===== src/rtl/mesti_pkg.sv =====
package mesti_pkg;

    typedef enum logic [2:0] {
        LN_I = 3'd0,
        LN_S = 3'd1,
        LN_E = 3'd2,
        LN_M = 3'd3,
        LN_T = 3'd4
    } line_st_e;

    typedef enum logic [1:0] {
        LC_READ   = 2'd0,
        LC_WRITE  = 2'd1,
        LC_REVERT = 2'd2,
        LC_NOP    = 2'd3
    } lcl_op_e;

    typedef enum logic [1:0] {
        BX_READ  = 2'd0,
        BX_READX = 2'd1,
        BX_INVAL = 2'd2,
        BX_VALID = 2'd3
    } bus_op_e;

    function automatic logic holds_copy(line_st_e s);
        return (s == LN_M) || (s == LN_E) || (s == LN_S);
    endfunction

endpackage


===== src/rtl/mesti_line_table.sv =====
module mesti_line_table
    import mesti_pkg::*;
#(
    parameter int NUM_LINES = 8,
    localparam int IW = $clog2(NUM_LINES)
) (
    input  logic                      clk,
    input  logic                      rst_n,
    input  logic                      lw_en,
    input  logic [IW-1:0]             lw_idx,
    input  line_st_e                  lw_state,
    input  logic                      lw_flag_en,
    input  logic                      lw_flag,
    input  logic                      sw_en,
    input  logic [IW-1:0]             sw_idx,
    input  line_st_e                  sw_state,
    input  logic [IW-1:0]             ra_idx,
    output line_st_e                  ra_state,
    output logic                      ra_flag,
    input  logic [IW-1:0]             rb_idx,
    output line_st_e                  rb_state,
    input  logic [IW-1:0]             rc_idx,
    output line_st_e                  rc_state,
    input  logic [IW-1:0]             rd_idx,
    output line_st_e                  rd_state,
    output logic [NUM_LINES-1:0][2:0] st_all
);

    line_st_e             st_q [NUM_LINES];
    logic [NUM_LINES-1:0] flag_q;

    for (genvar g = 0; g < NUM_LINES; g++) begin : g_line
        logic lw_hit;
        logic sw_hit;
        assign lw_hit = lw_en && (lw_idx == IW'(g));
        assign sw_hit = sw_en && (sw_idx == IW'(g));

        always_ff @(posedge clk) begin
            if (!rst_n) begin
                st_q[g]   <= LN_I;
                flag_q[g] <= 1'b0;
            end else begin
                if (lw_hit) begin
                    st_q[g] <= lw_state;
                end else if (sw_hit) begin
                    st_q[g] <= sw_state;
                end
                if (lw_flag_en && (lw_idx == IW'(g))) begin
                    flag_q[g] <= lw_flag;
                end
            end
        end

        assign st_all[g] = st_q[g];

        assert_legal_code: assert property (@(posedge clk) disable iff (!rst_n)
            st_all[g] <= 3'd4)
            else $error("line %0d holds an illegal state code", g);

        // local update wins over a snoop update of the same line
        assert_local_wins_R11: assert property (@(posedge clk) disable iff (!rst_n)
            (lw_hit && sw_hit) |=> (st_all[g] == $past(lw_state)))
            else $error("snoop overrode local update on line %0d", g);
    end

    assign ra_state = st_q[ra_idx];
    assign ra_flag  = flag_q[ra_idx];
    assign rb_state = st_q[rb_idx];
    assign rc_state = st_q[rc_idx];
    assign rd_state = st_q[rd_idx];

endmodule


===== src/rtl/mesti_snoop_unit.sv =====
module mesti_snoop_unit
    import mesti_pkg::*;
(
    input  logic     snp_valid,
    input  bus_op_e  snp_op,
    input  line_st_e cur_state,
    output logic     wr_en,
    output line_st_e nxt_state,
    output logic     has_copy
);

    always_comb begin
        wr_en     = 1'b0;
        nxt_state = cur_state;
        has_copy  = snp_valid && holds_copy(cur_state);
        if (snp_valid) begin
            unique case (snp_op)
                BX_READ: begin
                    if (cur_state == LN_M || cur_state == LN_E) begin
                        wr_en     = 1'b1;
                        nxt_state = LN_S;
                    end
                end
                BX_READX, BX_INVAL: begin
                    if (holds_copy(cur_state)) begin
                        wr_en     = 1'b1;
                        nxt_state = LN_T;
                    end
                end
                BX_VALID: begin
                    if (cur_state == LN_T) begin
                        wr_en     = 1'b1;
                        nxt_state = LN_S;
                    end
                end
                default: ;
            endcase
        end
    end

endmodule


===== src/rtl/mesti_req_fsm.sv =====
module mesti_req_fsm
    import mesti_pkg::*;
#(
    parameter int NUM_LINES = 8,
    localparam int IW = $clog2(NUM_LINES)
) (
    input  logic          clk,
    input  logic          rst_n,
    input  logic          lcl_valid,
    input  lcl_op_e       lcl_op,
    input  logic [IW-1:0] lcl_idx,
    input  line_st_e      cur_state,
    input  logic          cur_flag,
    input  line_st_e      pend_state,
    output logic          lcl_ready,
    output logic          bus_req_valid,
    input  logic          bus_req_ready,
    output bus_op_e       bus_req_op,
    output logic [IW-1:0] bus_req_idx,
    input  logic          bus_shared_in,
    output logic          lw_en,
    output logic [IW-1:0] lw_idx,
    output line_st_e      lw_state,
    output logic          lw_flag_en,
    output logic          lw_flag,
    output logic [IW-1:0] pend_idx
);

    typedef enum logic {IDLE = 1'b0, WAIT_BUS = 1'b1} fsm_e;

    fsm_e          fsm_q, fsm_d;
    bus_op_e       pend_op_q;
    logic [IW-1:0] pend_idx_q;
    logic          start_bus;
    bus_op_e       start_op;

    always_ff @(posedge clk) begin
        if (!rst_n) begin
            fsm_q      <= IDLE;
            pend_op_q  <= BX_READ;
            pend_idx_q <= '0;
        end else begin
            fsm_q <= fsm_d;
            if (fsm_q == IDLE && lcl_valid && start_bus) begin
                pend_op_q  <= start_op;
                pend_idx_q <= lcl_idx;
            end
        end
    end

    always_comb begin
        fsm_d         = fsm_q;
        lcl_ready     = 1'b0;
        bus_req_valid = 1'b0;
        start_bus     = 1'b0;
        start_op      = BX_READ;
        lw_en         = 1'b0;
        lw_idx        = lcl_idx;
        lw_state      = cur_state;
        lw_flag_en    = 1'b0;
        lw_flag       = 1'b0;
        unique case (fsm_q)
            IDLE: begin
                lcl_ready = 1'b1;
                if (lcl_valid) begin
                    unique case (lcl_op)
                        LC_READ: begin
                            if (!holds_copy(cur_state)) begin
                                start_bus = 1'b1;
                                start_op  = BX_READ;
                            end
                        end
                        LC_WRITE: begin
                            if (cur_state == LN_E) begin
                                lw_en      = 1'b1;
                                lw_state   = LN_M;
                                lw_flag_en = 1'b1;
                                lw_flag    = 1'b0;
                            end else if (cur_state == LN_S) begin
                                start_bus = 1'b1;
                                start_op  = BX_INVAL;
                            end else if (cur_state != LN_M) begin
                                start_bus = 1'b1;
                                start_op  = BX_READX;
                            end
                        end
                        LC_REVERT: begin
                            if (cur_state == LN_M && cur_flag) begin
                                start_bus = 1'b1;
                                start_op  = BX_VALID;
                            end
                        end
                        default: ;
                    endcase
                    if (start_bus) begin
                        fsm_d = WAIT_BUS;
                    end
                end
            end
            WAIT_BUS: begin
                bus_req_valid = 1'b1;
                lw_idx        = pend_idx_q;
                lw_state      = pend_state;
                if (bus_req_ready) begin
                    fsm_d = IDLE;
                    unique case (pend_op_q)
                        BX_READ: begin
                            lw_en    = 1'b1;
                            lw_state = bus_shared_in ? LN_S : LN_E;
                        end
                        BX_READX, BX_INVAL: begin
                            lw_en      = 1'b1;
                            lw_state   = LN_M;
                            lw_flag_en = 1'b1;
                            lw_flag    = bus_shared_in;
                        end
                        BX_VALID: begin
                            if (pend_state == LN_M) begin
                                lw_en      = 1'b1;
                                lw_state   = LN_S;
                                lw_flag_en = 1'b1;
                                lw_flag    = 1'b0;
                            end
                        end
                        default: ;
                    endcase
                end
            end
            default: fsm_d = IDLE;
        endcase
    end

    assign bus_req_op  = pend_op_q;
    assign bus_req_idx = pend_idx_q;
    assign pend_idx    = pend_idx_q;

    // request held stable until granted
    assert_req_hold_R10: assert property (@(posedge clk) disable iff (!rst_n)
        (bus_req_valid && !bus_req_ready) |=>
            (bus_req_valid && $stable(bus_req_op) && $stable(bus_req_idx)))
        else $error("bus request dropped or changed before grant");

    // local port locked while a request is outstanding
    assert_port_locked_R10: assert property (@(posedge clk) disable iff (!rst_n)
        bus_req_valid |-> !lcl_ready)
        else $error("local port ready during pending bus request");

    // revert without a recorded remote copy stays off the bus
    assert_revert_quiet_R8: assert property (@(posedge clk) disable iff (!rst_n)
        (lcl_valid && lcl_ready && lcl_op == LC_REVERT &&
         !(cur_state == LN_M && cur_flag)) |=> !bus_req_valid)
        else $error("validate issued without a remote copy");

endmodule


===== src/rtl/mesti_line_ctrl.sv =====
module mesti_line_ctrl
    import mesti_pkg::*;
#(
    parameter int NUM_LINES = 8,
    localparam int IW = $clog2(NUM_LINES)
) (
    input  logic          clk,
    input  logic          rst_n,
    input  logic          lcl_valid,
    output logic          lcl_ready,
    input  logic [1:0]    lcl_op,
    input  logic [IW-1:0] lcl_idx,
    output logic          bus_req_valid,
    input  logic          bus_req_ready,
    output logic [1:0]    bus_req_op,
    output logic [IW-1:0] bus_req_idx,
    input  logic          bus_shared_in,
    input  logic          snp_valid,
    input  logic [1:0]    snp_op,
    input  logic [IW-1:0] snp_idx,
    output logic          snp_shared_out,
    input  logic [IW-1:0] probe_idx,
    output logic [2:0]    probe_state
);

    line_st_e                  lcl_state, snp_state, prb_state, pend_state;
    logic                      lcl_flag;
    logic                      lw_en, lw_flag_en, lw_flag;
    logic [IW-1:0]             lw_idx, pend_idx;
    line_st_e                  lw_state;
    logic                      sw_en;
    line_st_e                  sw_state;
    bus_op_e                   req_op;
    logic [NUM_LINES-1:0][2:0] st_all;
    logic                      same_line;

    mesti_line_table #(.NUM_LINES(NUM_LINES)) u_tbl (
        .clk        (clk),
        .rst_n      (rst_n),
        .lw_en      (lw_en),
        .lw_idx     (lw_idx),
        .lw_state   (lw_state),
        .lw_flag_en (lw_flag_en),
        .lw_flag    (lw_flag),
        .sw_en      (sw_en),
        .sw_idx     (snp_idx),
        .sw_state   (sw_state),
        .ra_idx     (lcl_idx),
        .ra_state   (lcl_state),
        .ra_flag    (lcl_flag),
        .rb_idx     (snp_idx),
        .rb_state   (snp_state),
        .rc_idx     (probe_idx),
        .rc_state   (prb_state),
        .rd_idx     (pend_idx),
        .rd_state   (pend_state),
        .st_all     (st_all)
    );

    mesti_snoop_unit u_snp (
        .snp_valid (snp_valid),
        .snp_op    (bus_op_e'(snp_op)),
        .cur_state (snp_state),
        .wr_en     (sw_en),
        .nxt_state (sw_state),
        .has_copy  (snp_shared_out)
    );

    mesti_req_fsm #(.NUM_LINES(NUM_LINES)) u_fsm (
        .clk           (clk),
        .rst_n         (rst_n),
        .lcl_valid     (lcl_valid),
        .lcl_op        (lcl_op_e'(lcl_op)),
        .lcl_idx       (lcl_idx),
        .cur_state     (lcl_state),
        .cur_flag      (lcl_flag),
        .pend_state    (pend_state),
        .lcl_ready     (lcl_ready),
        .bus_req_valid (bus_req_valid),
        .bus_req_ready (bus_req_ready),
        .bus_req_op    (req_op),
        .bus_req_idx   (bus_req_idx),
        .bus_shared_in (bus_shared_in),
        .lw_en         (lw_en),
        .lw_idx        (lw_idx),
        .lw_state      (lw_state),
        .lw_flag_en    (lw_flag_en),
        .lw_flag       (lw_flag),
        .pend_idx      (pend_idx)
    );

    assign bus_req_op  = req_op;
    assign probe_state = prb_state;
    assign same_line   = lw_en && (lw_idx == snp_idx);

    // stale or absent lines never answer a snoop
    assert_no_stale_resp_R4: assert property (@(posedge clk) disable iff (!rst_n)
        (snp_valid && (snp_state == LN_T || snp_state == LN_I)) |-> !snp_shared_out)
        else $error("stale line answered a snoop");

    // a remote write takes a valid copy to T, never to I
    assert_inval_to_t_R5: assert property (@(posedge clk) disable iff (!rst_n)
        (snp_valid && (snp_op == 2'd1 || snp_op == 2'd2) &&
         holds_copy(snp_state) && !same_line) |=> (st_all[$past(snp_idx)] == 3'd4))
        else $error("snooped write did not leave the line temporally invalid");

    // validate revives a T line to S
    assert_validate_t_R6: assert property (@(posedge clk) disable iff (!rst_n)
        (snp_valid && snp_op == 2'd3 && snp_state == LN_T && !same_line)
            |=> (st_all[$past(snp_idx)] == 3'd1))
        else $error("validate did not revive the line");

    // validate leaves an invalid line invalid
    assert_validate_i_R6: assert property (@(posedge clk) disable iff (!rst_n)
        (snp_valid && snp_op == 2'd3 && snp_state == LN_I && !same_line)
            |=> (st_all[$past(snp_idx)] == 3'd0))
        else $error("validate touched an invalid line");

endmodule


===== config.mk =====
export PLATFORM = sky130hd
export DESIGN_NAME = mesti_line_ctrl
export DESIGN_NICKNAME = d
export VERILOG_FILES = /design/src/rtl/mesti_pkg.sv /design/src/rtl/mesti_line_table.sv /design/src/rtl/mesti_snoop_unit.sv /design/src/rtl/mesti_req_fsm.sv /design/src/rtl/mesti_line_ctrl.sv
export SDC_FILE = /design/constraint.sdc
export NUM_CORES = 1
export LEC_CHECK = 0
export BUFFER_PORTS_ARGS = -buffer_cell sky130_fd_sc_hd__buf_2
export CAP_MARGIN = 5
export CORE_MARGIN = 2
export CORE_UTILIZATION = 60
export CTS_BUF_LIST = sky130_fd_sc_hd__clkbuf_8
export DETAILED_ROUTE_END_ITERATION = 6
export GPL_TIMING_DRIVEN = 0
export PLACE_DENSITY = 0.81
export SLEW_MARGIN = 5
export SYNTH_ARGS = -nofsm -noshare
export SYNTH_HDL_FRONTEND = slang
export SYNTH_SLANG_ARGS = --single-unit

===== constraint.sdc =====
create_clock -name clk -period 7.72 [get_ports clk]
set_input_delay 0.772 -clock clk [delete_from_list [all_inputs] [get_ports clk]]
set_output_delay 0.772 -clock clk [all_outputs]
set_load 0.01 [all_outputs]

* Word level (Yosys, flattened, before mapping)
Memory sizes are Yosys's and may differ from the RTL's. A register that Yosys moved wholly into a read port is not among the register bits.
Cells that the tools add are included.
** Word-level totals
- Memories :: 1
- Register bits :: 14
- Word-level logic and storage cells :: 233
- Memory bits (writable) :: 24
- Output and inout port bits :: 11
** Memories
- u_tbl.st_q :: words 8, bits a word 3, rd ports 4, clocked after memory_dff 1, write ports 8, RTL line mesti_line_table.sv:29 : line_st_e st_q [NUM_LINES];
** Operators by class
- Bitwise gates (word level) :: 17
- Mux-type cells :: 132
- Equal/unequal tests :: 31
- Order comparisons :: 1
- Reductions and logical operators :: 40
** Operator list (number)
- $mux 1 :: 85
- $mux 3 :: 28
- $logic_and 1x1->1 :: 28
- $eq 3x2->1 const B :: 9
- $eq 3x3->1 const B :: 9
- $pmux 3 s3 :: 2
- $or 1x1->1 :: 16
- $eq 3x1->1 const B :: 4
- $mux 2 :: 6
- $pmux 1 s2 :: 6
- $eq 2x2->1 const B :: 5
- $eq 2x1->1 const B :: 3
- $logic_not 2->1 :: 3
- $logic_not 3->1 :: 2
- $pmux 1 s3 :: 2
- $pmux 3 s2 :: 1
- $logic_or 1x1->1 :: 4
- $lt 3x4->1 const B :: 1
- $pmux 2 s2 :: 1
- $reduce_or 2->1 :: 2
- $bmux 1 s3 :: 1
- $ne 3x2->1 const B :: 1
- $reduce_or 3->1 :: 1
- $not 1->1 :: 1

* Longest topological paths before layout
An unclocked memory read counts as a cell.
- Word-level depth :: 13
- Mapped depth :: 8
- Gate-level depth less buffers :: 8

* Hierarchy
From an unflattened synthesis, not the netlist that was laid out.
** Unflattened totals
- Cells, all modules :: 293
- Area, all modules :: 3251.9 um^2
** Modules (own cells, without submodules)
- mesti_line_table :: instances 1, area each 2434.8 um^2, cells each 185
- mesti_req_fsm :: instances 1, area each 626.9 um^2, cells each 79
- mesti_snoop_unit :: instances 1, area each 190.2 um^2, cells each 29

* Worst setup path after synthesis
No wires, ideal clock.
- Path kind :: input -> register
- From :: input snp_idx[0]
- To :: memory u_tbl.st_q[4][0] in the netlist's numbering, enable pin
- Cell stages on the path :: 7
- Buffers on the path :: 1
- Setup slack :: 4796 ps
- Arrival :: 2585 ps
- Cells stage by stage :: buf_2 mux4_2 mux2i_4 nand3_1 nor2_1 o31ai_2 o221ai_1
** RTL lines
- start: declaration :: RTL line mesti_line_ctrl.sv:20 : input logic [IW-1:0] snp_idx,
- end: declaration :: RTL line mesti_line_table.sv:29

==> metrics.md <==
| Metric | Value |
|---|---|
| Rel. slew slack | `0.494` |
| Max IR drop VDD | `0.102 mV` |
| Synth Instances | `335` |
| Req. time, crit path | `~7700 ps` |
| CTS max path bufs | `2` |
| Syn avg cell area | `10.1 um^2` |
| Slew Limit Fails | `0` |
| Final Cell Area | `3700 um^2` |
| Outcome | `completed` |
| Actual slew at the worst max-slew pin | `between 700 and 800 ps` |
| Placed instance area | `approximately 3600 um^2` |
| Total grt overflow | `0` |
| NumNets Final | `392` |
| Initial Util | `0.618` |
| Post-synth top area share | `0.213` |
| Die footprint | `between 6000 and 7000 um^2` |
| Netlist cell types | `56` |
| DR iter-0 viols | `slightly below 300` |
| Hold-fix buffers at CTS | `0` |
| Mapped Nets | `between 300 and 400` |
| Core footprint | `5470 um^2` |
| Combinational group share of total power | `0.230` |
| Cell Rows | `27` |
| Most common cell after layout, fill and taps aside | `nand2_1` |
| Worst r2r path cells | `7` |
| Final Cycle Share | `0.404` |
| Die Ht | `~80 um` |
| DP Wirelength | `7470 um` |
| CTS clk-pin slew, worst paths | `80 ps` |
| CTS tree | `yes` |
| Share of post-route cells with drive strength above 1 | `0.232` |
| Seq cells post-synth | `41` |
| Max frequency | `~0.32 GHz` |
| Final setup margin | `between 4000 and 5000 ps` |
| Cells along the critical path | `buf_2 -> clkbuf_1 -> mux2i_1 -> nand3_1 -> o211ai_1 -> nor2_1 -> o31ai_2 -> o221ai_1` |
| Async S/R FF share, synth | `0` |
| CTS Sinks | `41` |
| Sw Pwr | `167 uW` |
| Clk root buf | `clkbuf_8` |
| Clock skew after layout | `about 9.5 ps` |
| Ant diodes | `0` |
| Drt pass-1 iters | `6` |
| Largest net degree at the start of global routing | `15` |
| Initial antenna violation count | `0` |
| Final Hold Fails | `0` |
| Fill cells | `443` |
| Commonest cells after routing, fill and taps aside | `nand2_1, buf_2, edfxtp_1` |
| Max_cap viols | `0` |
| Vias/cell | `between 7 and 8` |
| Crit path capture | `u_tbl.st_q[5][2]` |
| EDFF count, synth | `24` |
| Die Span X | `a little under 80 um` |
| Final setup violation count | `0` |
| Global Route Usage Sum | `0.325` |
| Vias | `about 3200` |
| Htree depth | `2` |
| Critical path arrival | `~3100 ps` |
| Slowest Stage Delay on Critical Path | `about 630 ps` |
| Drt drc | `0` |
| Tmin final | `approximately 3100 ps` |
| Worst slack, placed | `approximately 4400 ps` |
| Worst skew pair latency | `around 300 ps` |
| DR WL/cell | `~22 um` |
| DRT Wirelength | `between 9000 and 10000 um` |
| Worst Setup Start Kind | `input port` |
| Post-CTS sizing | `0` |
| Seq/Total Area, Yosys | `0.314` |
| Hold/Removal Path Class | `reg2reg` |
| FF-to-FF End | `u_tbl.st_q[5][2]` |
| Leakage dissipation | `approximately 1.3 nW` |
| Area Overhead vs Synth | `9.47%` |
| Io pins | `30` |
| Detail Route Antenna Nets | `0` |
| Int Pwr | `387 uW` |
| Mapped cell area | `between 3000 and 4000 um^2` |
| Yosys warning count | `0` |
| Seq pwr share | `0.453` |
| WHS | `506 ps` |
| Crit-path max FO | `10` |
| CP max stage cell | `o31ai_2` |
| Critical path class | `in2reg` |
| Clock share of power | `0.317` |
| CP endpoint kind | `flop` |
| Post-CTS Setup Bufs | `0` |
| CP startpoint | `snp_idx[1]` |
| Port bufs | `23` |
| Reg2Reg Setup Slack | `roughly 5000 ps` |
| Pwr dens | `roughly 150 nW/um^2` |
| Area contributors post-synth | `edfxtp_1, mux4_2, dfxtp_1` |
| Gpl congestion | `about 0.95` |
| Switching Fraction | `0.301` |
| Sum Neg Setup Slack | `0 ps` |
| Post-synth top area cell | `edfxtp_1` |
| Ys flop type | `edfxtp_1` |
| Vias in the first global route | `approximately 2900` |
| RSZ-0062 raised after global routing | `false` |
| First-pass GRT wire length | `15500 um` |
| Total CTS buffers | `5` |
-- per-stage QoR --
| step | util | total power [mW] | instances |
|---|---|---|---|
| finish | 0.676 | 0.554 | 438 |
| global route | 0.676 | 0.572 | 438 |
| CTS | 0.676 | 0.550 | 438 |
| detailed placement | 0.655 | 0.380 | 430 |
| global placement | 0.655 | 0.375 | 430 |
| floorplan | - | 0.343 | 335 |
-- worst min-delay path by stage --
stage	slack, ps	endpoint	start	depth (start not counted)
detailed placement	490	u_fsm.bus_req_op[0]	u_fsm.bus_req_op[0]	2
floorplan	470	u_tbl.flag_q[2]	u_tbl.flag_q[2]	2
CTS	510	u_fsm.bus_req_op[0]	u_fsm.bus_req_op[0]	2
global placement	480	u_fsm.bus_req_op[0]	u_fsm.bus_req_op[0]	2
finish	510	u_fsm.bus_req_op[0]	u_fsm.bus_req_op[0]	2
global route	530	u_fsm.bus_req_op[0]	u_fsm.bus_req_op[0]	2
-- sequential cells by signal, summed over array words and instances (netlist names), named ones only --
name,cells
u_tbl.st_q,24
u_fsm.bus_req_op,2
u_fsm.fsm_q,1
u_fsm.bus_req_idx,3
u_tbl.flag_q,8
-- cell families after synthesis --
family                     Yosys count  synth area share
AOI/OAI and AO/OA                  100             0.219
and+or+nand+nor                    100             0.154
muxes                               52             0.244
DFF                                 41             0.314
buffers and inverters               34            0.0407
adders and majority gates            8            0.0296
-- Yosys cell counts (all sizes together) (5+ instances only) --
master,count
nor2,12
o211ai,22
nand3,13
inv,15
mux4,22
a21oi,9
ha,8
edfxtp,24
clkbuf,9
nand2,36
o22ai,14
o22a,5
mux2,10
o221ai,5
buf,10
nor3,8
nor2b,8
mux2i,20
o21ai,16
nand4,5
dfxtp,17
-- critical path, delay by kind of cell --
kind,cells,cell delay [ps]
compound gates,3,1230
buf+inv,2,550
simple gates,2,320
mux,1,230
-- metal layers --
layer / GRT usage / wire length (um) / vias to the layer above
met5: 0 / 0 / -
met2: 0.528 / 4590 / 221
li1: - / - / 1404
met3: 0.0557 / 1060 / 29
met1: 0.445 / 3830 / 1517
met4: 0.107 / 214 / 0
-- power by group through the flow --
stage / sequential, mW / combinational (mW) / clock (mW)
5_1_grt: 0.251 / 0.138 / 0.183
3_5_place_dp: 0.255 / 0.125 / 0
3_3_place_gp: 0.254 / 0.120 / 0
6_report: 0.251 / 0.128 / 0.176
2_1_floorplan: 0.249 / 0.0933 / 0
4_1_cts: 0.250 / 0.125 / 0.175
-- final cells by class --
class | count | area, um^2 | area share
Buffer | 19 | 81.3 | 0.0220
Clock buffer | 5 | 68.8 | 0.0186
Clock inverter | 3 | 46.3 | 0.0125
Inverter | 15 | 56.3 | 0.0152
Multi-Input combinational cell | 260 | 2180 | 0.590
Sequential cell | 41 | 1060 | 0.287
Tap cell | 72 | 90.1 | 0.0243
Timing Repair Buffer | 23 | 115 | 0.0311
(Power assumes the default switching activity.)
